===== src/rtl/fdc_host_pkg.sv =====
`timescale 1ns/1ps
package fdc_host_pkg;
  typedef enum logic [1:0] {ST_IDLE, ST_SPEC1, ST_SPEC2, ST_RESULT} seq_st_e;

  localparam logic [7:0] OP_SPECIFY    = 8'h03;
  localparam logic [7:0] OP_SENSE_INT  = 8'h08;
  localparam logic [7:0] RES_INVALID   = 8'h80;
  localparam logic [7:0] RES_READY_CHG = 8'hC0;
  localparam logic [7:0] RES_CYLINDER  = 8'h00;
endpackage


===== src/rtl/fdc_bus_port.sv =====
`timescale 1ns/1ps
// Host strobe decode: selects the register, finds strobe edges, drives the bus.
module fdc_bus_port (
  input  logic       clk,
  input  logic       rst,
  input  logic       cs_n,
  input  logic       rd_n,
  input  logic       wr_n,
  input  logic       a0,
  input  logic       dack_n,
  input  logic       tc,
  input  logic [7:0] db_in,
  input  logic [7:0] stat,
  input  logic [7:0] data_rd,
  output logic [7:0] db_out,
  output logic       db_oe,
  output logic       wr_stb,
  output logic [7:0] wr_byte,
  output logic       rd_done,
  output logic       rd_tc
);
  logic access, data_sel, rd_on, rd_data_on, wr_data_on;
  logic wr_q, rdd_q, tc_q;

  assign access     = ~cs_n | ~dack_n;
  assign data_sel   = ~dack_n | a0;
  assign rd_on      = access & ~rd_n;
  assign rd_data_on = rd_on & data_sel;
  assign wr_data_on = access & ~wr_n & data_sel;

  always_ff @(posedge clk) begin
    wr_q  <= wr_data_on;
    rdd_q <= rd_data_on;
    tc_q  <= rd_data_on & ~dack_n & tc;
  end

  // writes act on the leading strobe edge, reads retire on the trailing edge
  assign wr_stb  = ~rst & wr_data_on & ~wr_q;
  assign wr_byte = db_in;
  assign rd_done = ~rst & rdd_q & ~rd_data_on;
  assign rd_tc   = rd_done & tc_q;

  assign db_oe  = rd_on;
  assign db_out = data_sel ? data_rd : stat;
endmodule


===== src/rtl/fdc_cmd_seq.sv =====
`timescale 1ns/1ps
// Command/result sequencer with specify storage and status byte.
module fdc_cmd_seq
  import fdc_host_pkg::*;
#(
  parameter int RQM_HOLD = 2
) (
  input  logic       clk,
  input  logic       rst,
  input  logic       wr_stb,
  input  logic [7:0] wr_byte,
  input  logic       rd_done,
  input  logic       rd_tc,
  input  logic       irq_pend,
  output logic [7:0] stat,
  output logic [7:0] data_rd,
  output logic [3:0] step_rate,
  output logic [3:0] unload_time,
  output logic [6:0] load_time,
  output logic       drq,
  output logic       irq_clr
);
  localparam int HOLD_W = (RQM_HOLD > 0) ? $clog2(RQM_HOLD + 1) : 1;

  seq_st_e           st;
  logic [7:0]        res_q [2];
  logic              idx_q, last_q, sense_q, non_dma_q;
  logic [HOLD_W-1:0] hold_q;
  logic              rqm, in_result, final_rd;

  assign in_result = (st == ST_RESULT);
  assign rqm       = (hold_q == '0);
  assign final_rd  = rd_done & in_result & ((idx_q == last_q) | rd_tc);

  // timing values survive reset on purpose: no reset branch
  always_ff @(posedge clk) begin
    if (wr_stb && st == ST_SPEC1) {step_rate, unload_time} <= wr_byte;
    if (wr_stb && st == ST_SPEC2) load_time <= wr_byte[7:1];
  end

  always_ff @(posedge clk) begin
    if (rst) begin
      st        <= ST_IDLE;
      idx_q     <= 1'b0;
      last_q    <= 1'b0;
      sense_q   <= 1'b0;
      non_dma_q <= 1'b1;
      hold_q    <= '0;
      res_q[0]  <= '0;
      res_q[1]  <= '0;
    end else begin
      if (!rqm) hold_q <= hold_q - 1'b1;
      if (wr_stb) begin
        hold_q <= HOLD_W'(RQM_HOLD);
        idx_q  <= 1'b0;
        unique case (st)
          ST_IDLE: begin
            if (wr_byte == OP_SPECIFY) begin
              st <= ST_SPEC1;
            end else if (wr_byte == OP_SENSE_INT && irq_pend) begin
              res_q[0] <= RES_READY_CHG;
              res_q[1] <= RES_CYLINDER;
              last_q   <= 1'b1;
              sense_q  <= 1'b1;
              st       <= ST_RESULT;
            end else begin
              res_q[0] <= RES_INVALID;
              last_q   <= 1'b0;
              sense_q  <= 1'b0;
              st       <= ST_RESULT;
            end
          end
          ST_SPEC1: st <= ST_SPEC2;
          ST_SPEC2: begin
            non_dma_q <= wr_byte[0];
            st        <= ST_IDLE;
          end
          ST_RESULT: begin
            res_q[0] <= RES_INVALID;
            last_q   <= 1'b0;
            sense_q  <= 1'b0;
          end
        endcase
      end else if (rd_done && in_result) begin
        if (final_rd) begin
          st      <= ST_IDLE;
          idx_q   <= 1'b0;
          sense_q <= 1'b0;
        end else begin
          idx_q <= 1'b1;
        end
      end
    end
  end

  assign irq_clr = final_rd & sense_q & ~wr_stb;
  assign data_rd = in_result ? res_q[idx_q] : 8'h00;
  assign stat    = {rqm, in_result, 1'b0, (st != ST_IDLE), 4'b0000};
  assign drq     = in_result & ~non_dma_q & rqm;
endmodule


===== src/rtl/fdc_ready_irq.sv =====
`timescale 1ns/1ps
// Post-reset drive-ready interrupt: arms in reset, fires after a fixed count.
module fdc_ready_irq #(
  parameter int INT_DELAY = 8192
) (
  input  logic clk,
  input  logic rst,
  input  logic rdy,
  input  logic irq_clr,
  output logic irq
);
  localparam int CNT_W = $clog2(INT_DELAY + 1);

  logic             armed_q;
  logic [CNT_W-1:0] cnt_q;

  always_ff @(posedge clk) begin
    if (rst) begin
      armed_q <= rdy;
      cnt_q   <= '0;
      irq     <= 1'b0;
    end else begin
      if (armed_q) begin
        if (cnt_q == CNT_W'(INT_DELAY - 1)) begin
          irq     <= 1'b1;
          armed_q <= 1'b0;
        end else begin
          cnt_q <= cnt_q + 1'b1;
        end
      end
      if (irq_clr) irq <= 1'b0;
    end
  end
endmodule


===== src/rtl/fdc_host_if.sv =====
`timescale 1ns/1ps
module fdc_host_if #(
  parameter int INT_DELAY = 8192,
  parameter int RQM_HOLD  = 2,
  parameter int DRV_W     = 11
) (
  input  logic             clk,
  input  logic             rst,
  input  logic             cs_n,
  input  logic             rd_n,
  input  logic             wr_n,
  input  logic             a0,
  input  logic [7:0]       db_in,
  output logic [7:0]       db_out,
  output logic             db_oe,
  input  logic             dack_n,
  output logic             drq,
  input  logic             tc,
  output logic             int_req,
  input  logic             rdy,
  output logic [DRV_W-1:0] drv_out,
  output logic [3:0]       step_rate,
  output logic [3:0]       unload_time,
  output logic [6:0]       load_time
);
  logic [7:0] stat_w, data_w, wr_byte_w;
  logic       wr_stb_w, rd_done_w, rd_tc_w, irq_clr_w;

  fdc_bus_port u_bus (
    .clk(clk), .rst(rst), .cs_n(cs_n), .rd_n(rd_n), .wr_n(wr_n), .a0(a0),
    .dack_n(dack_n), .tc(tc), .db_in(db_in), .stat(stat_w), .data_rd(data_w),
    .db_out(db_out), .db_oe(db_oe), .wr_stb(wr_stb_w), .wr_byte(wr_byte_w),
    .rd_done(rd_done_w), .rd_tc(rd_tc_w)
  );

  fdc_cmd_seq #(.RQM_HOLD(RQM_HOLD)) u_seq (
    .clk(clk), .rst(rst), .wr_stb(wr_stb_w), .wr_byte(wr_byte_w),
    .rd_done(rd_done_w), .rd_tc(rd_tc_w), .irq_pend(int_req),
    .stat(stat_w), .data_rd(data_w), .step_rate(step_rate),
    .unload_time(unload_time), .load_time(load_time), .drq(drq),
    .irq_clr(irq_clr_w)
  );

  fdc_ready_irq #(.INT_DELAY(INT_DELAY)) u_irq (
    .clk(clk), .rst(rst), .rdy(rdy), .irq_clr(irq_clr_w), .irq(int_req)
  );

  // drive-side pins are not operated by this front end; held at their idle level
  assign drv_out = '0;
endmodule


===== config.mk =====
export PLATFORM = sky130hd
export DESIGN_NAME = fdc_host_if
export DESIGN_NICKNAME = d
export VERILOG_FILES = /design/src/rtl/fdc_host_pkg.sv /design/src/rtl/fdc_bus_port.sv /design/src/rtl/fdc_cmd_seq.sv /design/src/rtl/fdc_ready_irq.sv /design/src/rtl/fdc_host_if.sv
export SDC_FILE = /design/constraint.sdc
export NUM_CORES = 1
export LEC_CHECK = 0
export ABC_AREA = 1
export BUFFER_PORTS_ARGS = -buffer_cell sky130_fd_sc_hd__buf_2
export CAP_MARGIN = 20
export CORE_ASPECT_RATIO = 1.2
export CORE_UTILIZATION = 40
export DETAILED_ROUTE_END_ITERATION = 16
export HOLD_SLACK_MARGIN = 0.08
export PLACE_DENSITY = 0.67
export SETUP_SLACK_MARGIN = 0.2
export SYNTH_ARGS = -nofsm -noshare
export SYNTH_HDL_FRONTEND = slang
export SYNTH_SLANG_ARGS = --single-unit

===== constraint.sdc =====
create_clock -name clk -period 1.7 [get_ports clk]
set_clock_uncertainty 0.2 [all_clocks]
set_input_delay 0.17 -clock clk [delete_from_list [all_inputs] [get_ports clk]]
set_output_delay 0.17 -clock clk [all_outputs]
set_load 0.01 [all_outputs]

==> key figures <==
Run status
  • Status: completed

Floorplan
  • CORE AREA: 5370 um2
  • Ports: 54
  • Die area: 5990 um2
  • Die Span Y: 84.6 um
  • DIE WIDTH: 70.8 um
  • Core Rows: 29
  • Starting Density: 0.423

Yosys
  • Simple-gate share of the synthesized area: 0.267
  • Most used DFF post-synth: dfxtp_1
  • Post-Synth XOR/XNOR Area: 0.0308
  • Top post-synthesis cells by area: dfxtp_1 26%, edfxtp_1 20%, nand2_1 10%, inv_1 5.8%, buf_4 5.3%
  • Mapped Avg Cell Area: 8.14 um2
  • Seq/Total Area, Yosys: 0.463
  • Top post-synthesis cells by count: 61 x nand2_1, 35 x inv_1, 30 x dfxtp_1, 27 x nor2_1, 16 x buf_4
  • Number of flops mapped to enable cells by yosys: 15
  • Top-count cell post-synth: nand2_1
  • Cells after synthesis: 279
  • Distinct cell type count after synthesis: 31
  • Async SR Flop Fraction: 0
  • Adder-Cell Fraction of Synth Area: 0.0275
  • Yosys top cell by area: dfxtp_1
  • Syn Std Cell Area: 2270 um2
  • Compound-Gate Fraction of Synth Area: 0.0826
  • Post-synthesis mux area share: 0
  • Synth warnings: 0
  • Combinational family with the most area after synthesis: simple AND/OR/NAND/NOR gates
  • Yosys reg bits: 45
  • Synth top area share: 0.264

Critical path
  • WP data arrival: 1.60 ns
  • Required time worst endpoint: 1.68 ns
  • Critical Path End Type: register
  • CP max FO: 6
  • Worst r2r src: u_irq.cnt_q[1]
  • Worst Setup Start Kind: register
  • WS Path Type: reg -> reg
  • Crit path launch: u_irq.cnt_q[1]

Routing
  • Residual DRC: 0
  • Remaining antenna violation count after routing: 0
  • Router iterations before antenna repair: 6
  • Routed vias/inst: 4.88
  • Vias post-DR: 2,077
  • Avg WL per Cell: 12.8 um
  • Drt initial violations: 92
  • Routed Wire Length: 5450 um

CTS
  • Clk_lat worst skew: 0.29 ns
  • CTS buffer count: 5
  • Root buf cell: clkbuf_8
  • Clk sinks: 45
  • Clk slew on worst S/H paths: 0.08 ns
  • H-tree depth: 2
  • Max Root-Sink Buffers: 2
  • CTS tree: yes

Placed design
  • IO buf count: 37
  • GP Congestion: 0.857
  • Dpl hpwl: 3540 um
  • Setup Slack @ Placement: -0.00454 ns

Global routing
  • Grt peak-use layer: met2
  • Grt met2 use: 0.346
  • Largest net degree at the start of global routing: 15
  • Vias in the first global route: 2,007
  • Met3 usage: 0.0384
  • Grt total ovfl: 0
  • Global-route wire length before repair: 8630 um
  • Routing usage on met1: 0.188
  • Global-route usage over all layers: 0.180
  • Initial antenna violation count: 0

Finish
  • Area growth, synth to finish: 39.8%
  • Final #Nets: 385
  • Diodes inserted: 0
  • Utilization after layout: 0.592
  • Layout cells sized above 1: 0.393

Timing
  • Final setup violation count: 0
  • Fin crit share: 0.958
  • Final hold vios: 0
  • Tmin final: 1.63 ns
  • Slew Viols, Final: 0
  • Final WS setup: 0.0711 ns
  • RSZ-0062 raised after global routing: yes
  • Highest clock rate: 614 MHz

Job
  • Maxcap violations: 0

Hold path
  • Worst Hold Class: in -> reg
  • Hold Startpoint: rst

Power and ir drop
  • Pleak: 1.31 nW
  • Maximum vdd drop: 0.403 mV
  • Power Density: 655 nW/um2
  • Pwr Total: 2.08 mW
## metal layers
| layer | share of wire | routed length [um] | vias up |
|---|---|---|---|
| met5 | 0 | 0 | - |
| met4 | 0.025 | 139 | 0 |
| met3 | 0.031 | 169 | 14 |
| met2 | 0.55 | 3030 | 44 |
| met1 | 0.39 | 2120 | 993 |
| li1 | - | - | 1026 |
## layout make-up
type | instances | area (um2)
repair buffers | 82 | 593
fillers | 459 | 2190
multi-input cells | 192 | 1200
clock inverters | 1 | 5.00
flip-flops and latches | 45 | 1070
well taps | 62 | 77.6
clock buffers | 7 | 76.3
inverters | 37 | 153
## what timing repair did
action | in CTS | in global routing
buffers inserted | 7 | 8
endpoints found under the setup margin | 33 | 45
pin swaps | 25 | 9
gates resized for setup | 44 | 29
hold endpoints to repair | 20 | 1
hold buffers | 14 | 1
## layout by cell type, fill, tap and decap left out, types with 5 or more instances in the layout
cell type       n
inv_1          31
conb_1         16
dlygate4sd3_1  14
clkbuf_8        5
a21oi_2        12
nor3_1          6
nand2_1        48
nand3_1        13
buf_4          24
a21oi_1         7
buf_6           6
nor2_1         20
edfxtp_1       15
nor2_2          6
buf_2          37
dfxtp_1        24
nand2_2        12
## final timing paths
check | end | slack (ns) | cells past startpoint
worst max register to register | u_irq.cnt_q[4] | 0.07 | 9
worst min-delay path | register | 0.10 | 4
worst min register to register | u_seq.hold_q[0] | 0.26 | 1
worst max-delay path | u_irq.cnt_q[4] | 0.07 | 9
## worst max-delay path, cell delays in order, from the launching register on
cell     delay (ns)
dfxtp_4        0.36
ha_4           0.14
nand3_4        0.07
nor3_2         0.15
nand3_2        0.12
nand2_4        0.18
buf_6          0.14
o21ai_2        0.05
nand2_1        0.05
nor2_1         0.04
## logic make-up (layout without fill, tap and decap cells)
kind of cell    count (synthesis)  count (layout)
simple gates                  132             132
buf+inv                        57             127
flops                          45              45
compound gates                 31              31
xor+xnor                        8               8
fa+ha+maj                       5               5
other cells                     1              16
## stage by stage
step	instance area (um2)	TNS, ns	hold WS [ns]	cells
final	3180	0	0.103	426
after CTS	3010	0	0.0892	418
after global placement	2600	0	0.153	389
after detailed placement	2600	-0.00454	0.153	389
after global routing	3180	0	0.132	426
after floorplan	2360	0	0.0391	294
## state kept, by name, summed over array words and instances (netlist names), 2 cells and up, named ones only
register	flops
u_irq.cnt_q	14
u_seq.res_q	2
u_seq.load_time	7
u_seq.step_rate	4
u_seq.st	2
u_seq.hold_q	2
u_seq.unload_time	4
## power breakdown
group	leakage (nW)	internal, mW	switching [mW]
clock	0.0422	0.289	0.332
sequential	0.383	1.13	0.0182
combinational	0.882	0.134	0.175
Power figures use the tool's default switching activity.
